`src/rtl/lbsel_pkg.sv`:
```
package lbsel_pkg;

    typedef enum logic [1:0] {
        ST_IDLE    = 2'd0,
        ST_ACTIVE  = 2'd1,
        ST_RELEASE = 2'd2
    } lbsel_state_t;

    typedef enum logic {
        MODE_CHIPSEL = 1'b0,
        MODE_DSTROBE = 1'b1
    } lbsel_mode_t;

endpackage

```
`src/rtl/lbsel_io_map.sv`:
```
module lbsel_io_map #(
    parameter int LB_AW    = 8,
    parameter int IDX_W    = 2,
    parameter int LSB_W    = 4,
    parameter int MIN_LOG2 = 2
) (
    input  logic [LB_AW-1:0] host_addr,
    input  logic [LB_AW:0]   cfg_io_size,
    input  logic [LSB_W-1:0] cfg_cs_lsb,
    output logic [LB_AW-1:0] io_addr,
    output logic [LB_AW-1:0] io_mask,
    output logic [IDX_W-1:0] io_idx
);
    localparam int LOG2_W = $clog2(LB_AW + 1);
    localparam int EXT_W  = LB_AW + IDX_W;

    logic [LOG2_W-1:0] size_log2;
    logic [LB_AW:0]    wide_mask;
    logic [LSB_W-1:0]  lsb_eff;
    logic [EXT_W-1:0]  ext_addr;
    logic [EXT_W-1:0]  shifted;

    // Largest set bit at or above the minimum decides the window
    always_comb begin
        size_log2 = LOG2_W'(MIN_LOG2);
        for (int b = MIN_LOG2; b <= LB_AW; b++) begin
            if (cfg_io_size[b]) begin
                size_log2 = LOG2_W'(b);
            end
        end
    end

    always_comb begin
        wide_mask = ((LB_AW + 1)'(1) << size_log2) - (LB_AW + 1)'(1);
        io_mask   = wide_mask[LB_AW-1:0];
        io_addr   = host_addr & io_mask;
    end

    // Bit pair selection with upper clamp of the low decode bit
    always_comb begin
        if (cfg_cs_lsb > LSB_W'(LB_AW)) begin
            lsb_eff = LSB_W'(LB_AW);
        end else begin
            lsb_eff = cfg_cs_lsb;
        end
        ext_addr = {{IDX_W{1'b0}}, io_addr};
        shifted  = ext_addr >> lsb_eff;
        io_idx   = shifted[IDX_W-1:0];
    end

endmodule

```
`src/rtl/lbsel_mem_map.sv`:
```
module lbsel_mem_map #(
    parameter int LB_AW   = 8,
    parameter int IDX_W   = 2,
    parameter int HOST_AW = LB_AW + IDX_W + 2
) (
    input  logic [HOST_AW-1:0] host_addr,
    output logic [LB_AW-1:0]   mem_addr,
    output logic [IDX_W-1:0]   mem_idx
);
    localparam int WORD_SHIFT = 2;
    localparam int IDX_LO     = LB_AW + WORD_SHIFT;

    // DWORD-granular map: low two bits dropped, regions above the local lines
    always_comb begin
        mem_addr = host_addr[LB_AW+WORD_SHIFT-1:WORD_SHIFT];
        mem_idx  = host_addr[IDX_LO+IDX_W-1:IDX_LO];
    end

endmodule

```
`src/rtl/lbsel_sel_decode.sv`:
```
module lbsel_sel_decode #(
    parameter int IDX_W   = 2,
    parameter int NUM_SEL = 1 << IDX_W
) (
    input  logic               enable,
    input  logic [IDX_W-1:0]   idx,
    output logic [NUM_SEL-1:0] sel_n
);
    for (genvar g = 0; g < NUM_SEL; g++) begin : g_sel
        assign sel_n[g] = !(enable && (idx == IDX_W'(g)));
    end

endmodule

```
`src/rtl/lbus_sel_decoder.sv`:
```
module lbus_sel_decoder #(
    parameter int LB_AW = 8,
    parameter int IDX_W = 2,
    parameter int LSB_W = 4,
    localparam int NUM_SEL = 1 << IDX_W,
    localparam int HOST_AW = LB_AW + IDX_W + 2,
    localparam int SZ_W    = LB_AW + 1
) (
    input  logic               clk,
    input  logic               rst_n,
    input  logic               acc_valid,
    input  logic               acc_is_mem,
    input  logic               acc_wr,
    input  logic [HOST_AW-1:0] acc_addr,
    input  logic [SZ_W-1:0]    cfg_io_size,
    input  logic [LSB_W-1:0]   cfg_cs_lsb,
    input  logic               cfg_strobe_mode,
    output logic [LB_AW-1:0]   lb_addr,
    output logic [NUM_SEL-1:0] lb_sel_n,
    output logic               lb_rd_n,
    output logic               lb_wr_n,
    output logic               lb_rnw
);
    import lbsel_pkg::*;

    lbsel_state_t state_q, state_d;

    logic [LB_AW-1:0]   io_addr, io_mask, mem_addr, next_addr;
    logic [IDX_W-1:0]   io_idx, mem_idx, next_idx;
    logic [NUM_SEL-1:0] next_sel_n;
    lbsel_mode_t        mode;

    assign mode = lbsel_mode_t'(cfg_strobe_mode);

    lbsel_io_map #(
        .LB_AW (LB_AW),
        .IDX_W (IDX_W),
        .LSB_W (LSB_W)
    ) io_map_i (
        .host_addr   (acc_addr[LB_AW-1:0]),
        .cfg_io_size (cfg_io_size),
        .cfg_cs_lsb  (cfg_cs_lsb),
        .io_addr     (io_addr),
        .io_mask     (io_mask),
        .io_idx      (io_idx)
    );

    lbsel_mem_map #(
        .LB_AW (LB_AW),
        .IDX_W (IDX_W)
    ) mem_map_i (
        .host_addr (acc_addr),
        .mem_addr  (mem_addr),
        .mem_idx   (mem_idx)
    );

    assign next_addr = acc_is_mem ? mem_addr : io_addr;
    assign next_idx  = acc_is_mem ? mem_idx  : io_idx;

    lbsel_sel_decode #(
        .IDX_W (IDX_W)
    ) sel_dec_i (
        .enable (1'b1),
        .idx    (next_idx),
        .sel_n  (next_sel_n)
    );

    // Next-state logic
    always_comb begin
        state_d = state_q;
        unique case (state_q)
            ST_IDLE:    if (acc_valid)  state_d = ST_ACTIVE;
            ST_ACTIVE:  if (!acc_valid) state_d = ST_RELEASE;
            ST_RELEASE: state_d = ST_IDLE;
            default:    state_d = ST_IDLE;
        endcase
    end

    // State register
    always_ff @(posedge clk or negedge rst_n) begin
        if (!rst_n) begin
            state_q <= ST_IDLE;
        end else begin
            state_q <= state_d;
        end
    end

    // Output registers
    always_ff @(posedge clk or negedge rst_n) begin
        if (!rst_n) begin
            lb_addr  <= '0;
            lb_sel_n <= '1;
            lb_rd_n  <= 1'b1;
            lb_wr_n  <= 1'b1;
            lb_rnw   <= 1'b1;
        end else begin
            unique case (state_q)
                ST_IDLE: begin
                    if (acc_valid) begin
                        lb_addr  <= next_addr;
                        lb_sel_n <= next_sel_n;
                        lb_rd_n  <= !((mode == MODE_CHIPSEL) && !acc_wr);
                        lb_wr_n  <= !((mode == MODE_CHIPSEL) && acc_wr);
                        lb_rnw   <= (mode == MODE_DSTROBE) ? !acc_wr : 1'b1;
                    end
                end
                ST_ACTIVE: begin
                    if (!acc_valid) begin
                        lb_sel_n <= '1;
                        lb_rd_n  <= 1'b1;
                        lb_wr_n  <= 1'b1;
                        lb_rnw   <= 1'b1;
                    end
                end
                ST_RELEASE: begin
                    lb_sel_n <= '1;
                    lb_rd_n  <= 1'b1;
                    lb_wr_n  <= 1'b1;
                    lb_rnw   <= 1'b1;
                end
                default: begin
                    lb_sel_n <= '1;
                end
            endcase
        end
    end

    AST_HOLD_STABLE: assert property (@(posedge clk) disable iff (!rst_n)
        (state_q == ST_ACTIVE && acc_valid) |=> ($stable(lb_addr) && $stable(lb_sel_n)));

    AST_RELEASE_GAP: assert property (@(posedge clk) disable iff (!rst_n)
        (state_q == ST_RELEASE) |=> (state_q == ST_IDLE && (&lb_sel_n)));

    AST_SEL_AT_MOST_ONE: assert property (@(posedge clk) disable iff (!rst_n)
        $countones(~lb_sel_n) <= 1);

    AST_IDLE_DESELECT: assert property (@(posedge clk) disable iff (!rst_n)
        (state_q != ST_ACTIVE) |-> (&lb_sel_n));

    AST_IO_UPPER_ZERO: assert property (@(posedge clk) disable iff (!rst_n)
        (state_q == ST_IDLE && acc_valid && !acc_is_mem)
        |=> ((lb_addr & ~$past(io_mask)) == '0));

    AST_MEM_WORD_ADDR: assert property (@(posedge clk) disable iff (!rst_n)
        (state_q == ST_IDLE && acc_valid && acc_is_mem)
        |=> (lb_addr == $past(acc_addr[LB_AW+1:2])));

    AST_DSTROBE_NO_RW: assert property (@(posedge clk) disable iff (!rst_n)
        (state_q == ST_IDLE && acc_valid && cfg_strobe_mode)
        |=> (lb_rd_n && lb_wr_n));

endmodule

```
`config.mk`:
```
export PLATFORM = sky130hd
export DESIGN_NAME = lbus_sel_decoder
export DESIGN_NICKNAME = d
export VERILOG_FILES = /design/src/rtl/lbsel_pkg.sv /design/src/rtl/lbsel_io_map.sv /design/src/rtl/lbsel_mem_map.sv /design/src/rtl/lbsel_sel_decode.sv /design/src/rtl/lbus_sel_decoder.sv
export SDC_FILE = /design/constraint.sdc
export NUM_CORES = 1
export LEC_CHECK = 0
export BUFFER_PORTS_ARGS = -buffer_cell sky130_fd_sc_hd__buf_2
export CORE_UTILIZATION = 43
export CTS_CLUSTER_DIAMETER = 100
export DETAILED_ROUTE_END_ITERATION = 10
export GPL_TIMING_DRIVEN = 0
export PLACE_DENSITY_LB_ADDON = 0.25
export SLEW_MARGIN = 10
export SYNTH_ARGS = -nofsm -noshare
export SYNTH_HDL_FRONTEND = slang
export SYNTH_SLANG_ARGS = --single-unit
```
`constraint.sdc`:
```
create_clock -name clk -period 1.6 [get_ports clk]
set_input_delay 0.32 -clock clk [delete_from_list [all_inputs] [get_ports clk]]
set_output_delay 0.32 -clock clk [all_outputs]
set_load 0.01 [all_outputs]
```
### Yosys cells after proc, flatten, opt, wreduce, memory -nomap -nowiden

Cells that the tools add are included.

* bitwise operators: 2
* $add $sub $neg: 1
* mux-type cells: 23
* $lt $le $gt $ge: 1
* shift operators: 2
* reduce and logical (&&, ||, !) cells: 15
* equal/unequal tests: 7

Operators with widths (number)
* $mux 4: 4
* $mux 3: 4
* $pmux 1 s3: 3
* $and 8x8->8: 1
* $mux 8: 1
* $pmux 4 s2: 1
* $shl 1x4->8 const A: 1
* $shr 8x4->2: 1
* $sub 8x2->8 const B: 1
* $logic_not 1->1: 7
* $eq 2x2->1 const B: 3
* $mux 1: 6
* $mux 2: 3
* $eq 2x1->1 const B: 2
* $gt 4x4->1 const B: 1
* $logic_not 2->1: 2
* $ne 2x2->1 const B: 2
* $pmux 2 s2: 1
* $reduce_and 2->1: 2
* $reduce_and 3->1: 1
* $reduce_bool 3->1: 1
* $logic_and 1x1->1: 2
* $not 1->1: 1

* logic and storage cells: 57
* flip-flop bits (word level): 17
* input port bits: 31
* output and inout port bits: 15

### Depth between registers and ports, before layout

* depth after elaboration: 15
* gate-level depth with buffers: 7
* depth with buffers taken out: 7

### Modules after synthesis

From an unflattened synthesis, not the netlist that was laid out.

* cells, all modules: 149
* area, all modules: 1367.6 µm²

Modules (own cells, without submodules)
* lbus_sel_decoder: times used 1, sequential area each 434.2 µm², cells an instance 82, area each 912.1 µm²
* lbsel_io_map: times used 1, sequential area each 0.0 µm², cells an instance 53, area each 351.6 µm²
* lbsel_mem_map: times used 1, sequential area each 0.0 µm², cells an instance 10, area each 75.1 µm²
* lbsel_sel_decode: times used 1, sequential area each 0.0 µm², cells an instance 4, area each 28.8 µm²

### Worst setup path after synthesis

OpenSTA, ideal clock, no wires.

* kind: input port to flip-flop
* start point: input port cfg_io_size[5]
* end point: register lb_sel_n[2]
* required time: 1.504 ns
* setup time: 0.096 ns
* cell stages on the path: 6
* arrival time: 1.847 ns
* buffers on the path: 0
* setup slack: -0.343 ns
* cell sequence: or4_1 o31a_1 or2_1 a31oi_1 o311a_1 a41oi_1

* longest elaborated chain between the ends: 13

RTL lines
* from (decl): RTL line lbus_sel_decoder.sv:15 `input logic [SZ_W-1:0] cfg_io_size,`
* $mux 3 (3 in a row): RTL line lbsel_io_map.sv:27 `if (cfg_io_size[b]) begin`
* $mux 4: RTL line lbsel_io_map.sv:27
* $shl 1x4->8: RTL line lbsel_io_map.sv:34 `wide_mask = ((LB_AW + 1)'(1) << size_log2) - (LB_AW + 1)'(1);`
* $sub 8x2->8: RTL line lbsel_io_map.sv:34
* $and 8x8->8: RTL line lbsel_io_map.sv:36 `io_addr = host_addr & io_mask;`
* $shr 8x4->2: RTL line lbsel_io_map.sv:47 `shifted = ext_addr >> lsb_eff;`
* $mux 2: RTL line lbus_sel_decoder.sv:58 `assign next_idx = acc_is_mem ? mem_idx : io_idx;`
* $eq 2x2->1: RTL line lbsel_sel_decode.sv:10 `assign sel_n[g] = !(enable && (idx == IDX_W'(g)));`
* $logic_not 1->1: RTL line lbsel_sel_decode.sv:10
* $mux 4: RTL line lbus_sel_decoder.sv:99 `if (acc_valid) begin`
* $pmux 4 s2: RTL line lbus_sel_decoder.sv:97 `unique case (state_q)`
* to (signal assigned): RTL line lbus_sel_decoder.sv:101 `lb_sel_n <= next_sel_n;`
* to (decl): RTL line lbus_sel_decoder.sv:19 `output logic [NUM_SEL-1:0] lb_sel_n,`

Every way passes these cells. The select of a mux whose other input is x is not followed.
A chain may end at the register's enable or synchronous reset.

### Worst setup path after layout

Same ends and word-level chain as after synthesis.

==> flow_metrics.py <==
metrics = {
    "logic_synthesis": {
        "yosys_warnings": 0,
        "synth.cell_area_um2": 1170,
        "synthArstFlopShare_pct": 100,
        "synth_edf_count": 0,
        "synth_top_area_cell": "dfrtp_1",
        "synth_flop_cell": "dfrtp_1",
        "synth_cell_types": 40,
        "synthCells": 140,
        "synth_top_cell_area_share_pct": 21.5,
        "ys_ff_latch": 17,
        "synth_area_leaders": "dfrtp_1, dfstp_2, nor2_1, a21oi_1, ha_1",
        "yosysSeqAreaShare_pct": 37.2,
        "avgSynthCellArea_um2": 8.33,
    },
    "critical_path": {
        "critical_path_class": "input pin to flop",
        "crit_buf_inv": 1,
        "crit_required_ns": 1.81,
        "crit_path_max_incr_delay_ns": 0.52,
        "crit_arrival_ns": 1.99,
        "crit_fanout": 4,
        "setup.worst_path.start_class": "input pin",
        "path_cells": "buf_6, or4_4, o31a_1, or2_1, a31oi_1, o311a_1, a41oi_2",
        "rrSetupSlack_ns": 0,
        "crit_family": "compound AO/OA/AOI/OAI gates",
        "crit_path_end_kind": "flop",
        "slowest_stage": "or4_4",
    },
    "clock_tree": {
        "cts_tree": "done",
        "clock-sinks": 17,
        "clock_latency_ns": 0.29,
        "cts_max_level": 1,
        "cts_root_buf": "clkbuf_4",
        "cts_made_buffers": 3,
        "clock_path_buffers": 2,
        "path_clk_slew_ns": 0.10,
    },
    "routing": {
        "wl_mm": 2.67,
        "first_pass_iters": 5,
        "vias": 1164,
        "post_drt_wl_per_cell_um": 12.2,
        "drc": 0,
        "viasPerCell": 5.34,
        "ant_nets": 0,
        "initialDrtViolationCount": 24,
    },
    "cells_and_area": {
        "drive_gt1_share_pct": 34.0,
        "fin_util_pct": 59.9,
        "fillers": 212,
        "fin_nets": 226,
        "syn_to_final_growth_pct": 29.6,
        "n_antenna_cell": 0,
    },
    "floorplan": {
        "die-area_um2": 2920,
        "ios": 46,
        "rows": 18,
        "core_um2": 2520,
        "fp.dieH_um": 54.1,
        "initial_core_util_pct": 46.2,
        "die_w_um": 54.1,
    },
    "sta": {
        "period_needed_ns": 1.78,
        "tns_ns": -0.686,
        "setup_viol": 4,
        "max_freq_ghz": 0.562,
        "period_share_pct": 111,
        "rsz0062_at_grt": "true",
        "fin_skew_ns": 0.00350,
        "slew_viol_final": 0,
        "fin_ws_ns": -0.180,
        "hold_viol_final": 0,
    },
    "placed_design": {
        "io_buffers": 39,
        "dp_hpwl_mm": 2.13,
        "gp_congestion": 0.856,
    },
    "global_routing": {
        "grt_pass1_vias": 909,
        "grt_pass1_wl_mm": 3.88,
        "antenna_found_initial": 0,
        "grt_start_max_net_pins": 18,
        "gr-usage-all-layers_pct": 18.8,
        "grt-ovfl-total": 0,
    },
    "min_path": {
        "min_path_type": "input pin to flop",
    },
    "pwr": {
        "power.density_nw_per_um2": 1320,
        "leakagePower_nw": 0.662,
        "ir_drop_mv": 0.839,
    },
    "status": {
        "outcome": "finished, violations left",
        "violations": "setup timing",
    },
    "job": {
        "drv_cap": 0,
    },
}
==> power by group <==
part / internal (mW) / total [mW] / leakage [nW] / switching (mW)
clock network: 0.0971 / 0.229 / 0.0150 / 0.132
registers: 0.667 / 0.763 / 0.189 / 0.0961
logic: 0.442 / 1.00 / 0.458 / 0.558
==> sequential cells by signal (all words and copies together) (netlist names) <==
name      flops
lb_rd_n       1
lb_wr_n       1
state_q       2
lb_addr       8
lb_rnw        1
lb_sel_n      4
==> cell families (layout without fill, tap and decap cells) <==
family	count (synthesis)	count (layout)	synth area share, %
and+or+nand+nor	61	61	26.9
AOI/OAI and AO/OA	42	42	22.7
DFF	17	17	37.2
buffers and inverters	9	56	2.90
adders and majority gates	6	6	6.44
muxes	4	4	3.43
other	1	2	0.322
==> cells in the final DEF (no fill, tap or decap), types with 2 or more instances in the layout <==
cell | Yosys | layout
a21oi_1 | 15 | 15
a31oi_1 | 4 | 4
buf_2 | 0 | 36
buf_4 | 0 | 4
buf_6 | 0 | 3
clkbuf_1 | 7 | 4
clkbuf_4 | 0 | 5
conb_1 | 1 | 2
dfrtp_1 | 10 | 10
dfstp_2 | 7 | 7
ha_1 | 6 | 5
inv_1 | 2 | 2
mux2i_1 | 4 | 3
nand2_1 | 13 | 13
nand2b_1 | 6 | 6
nand3_1 | 2 | 2
nand3b_1 | 2 | 2
nor2_1 | 24 | 24
nor2b_1 | 2 | 2
o21ai_0 | 7 | 6
o21ai_1 | 1 | 2
o21bai_1 | 2 | 2
o31ai_1 | 2 | 2
or2_1 | 2 | 2
==> worst paths after layout <==
kind                                             start                 endpoint  cells after the start
worst max-delay path                    cfg_io_size[5]  lb_sel_n[2]$_DFFE_PN1P_                      7
worst min-delay path                       acc_addr[4]   lb_addr[2]$_DFFE_PN0P_                      3
worst max register to register  state_q[0]$_DFFE_PN0P_  lb_sel_n[3]$_DFFE_PN1P_                      6
worst min register to register     lb_rd_n$_DFFE_PN1P_      lb_rd_n$_DFFE_PN1P_                      2
max in group asynchronous                        rst_n  lb_sel_n[3]$_DFFE_PN1P_                      2
min in group asynchronous                        rst_n   lb_addr[2]$_DFFE_PN0P_                      2
==> stage by stage <==
| stage | cells | hold slack [ns] | worst slack (ns) | area (um^2) | total power [mW] |
|---|---|---|---|---|---|
| 6_report | 218 | 0.298 | -0.180 | 1510 | 1.99 |
| 5_1_grt | 218 | 0.325 | -0.219 | 1510 | 2.17 |
| 4_1_cts | 217 | 0.301 | -0.174 | 1490 | 1.96 |
| 3_5_place_dp | 210 | 0.261 | -0.521 | 1410 | 1.71 |
| 3_3_place_gp | 210 | 0.254 | -0.504 | 1410 | 1.67 |
| 2_1_floorplan | 141 | 0.0244 | -0.273 | 1170 | 1.37 |
==> tightest hold or removal path, cell delays in order <==
cell	delay [ns]
buf_2	0.12
nand2_1	0.05
a31oi_1	0.07
==> synthesized netlist by cell type, types with 2 or more instances <==
library cell	number
a41oi_1	2
inv_1	2
o21bai_1	2
nand3_1	2
clkbuf_1	7
nor2b_1	2
a31oi_1	4
nand2b_1	6
ha_1	6
nand3b_1	2
nand2_1	13
or2_1	2
o31ai_1	2
dfrtp_1	10
mux2i_1	4
dfstp_2	7
a21oi_1	15
o21ai_0	7
nor2_1	24
==> cell type report <==
class	count	area, um^2	area share [%]
Multi-Input combinational cell	115	721	47.7
Inverter	2	7.51	0.497
Timing Repair Buffer	44	254	16.8
Sequential cell	17	434	28.7
Tap cell	30	37.5	2.48
Buffer	6	31.3	2.07
Clock buffer	4	26.3	1.74
==> layer usage <==
metal / global-route usage (%) / part of all wire, %
met4: 8.55 / 1.6
met2: 31.5 / 48
met1: 24.0 / 45
met3: 1.98 / 5.3
met5: 0 / 0
==> repair_timing <==
| action | 4_1_cts | 5_1_grt |
|---|---|---|
| pin swaps | 1 | 1 |
| setup endpoints to repair | 14 | 12 |
| hold endpoints to repair | 10 | 0 |
| resized for setup | 9 | 7 |
| hold buffers | 1 | 0 |
| buffers inserted | 3 | 2 |
No activity file was read; power rests on OpenSTA's default activity.
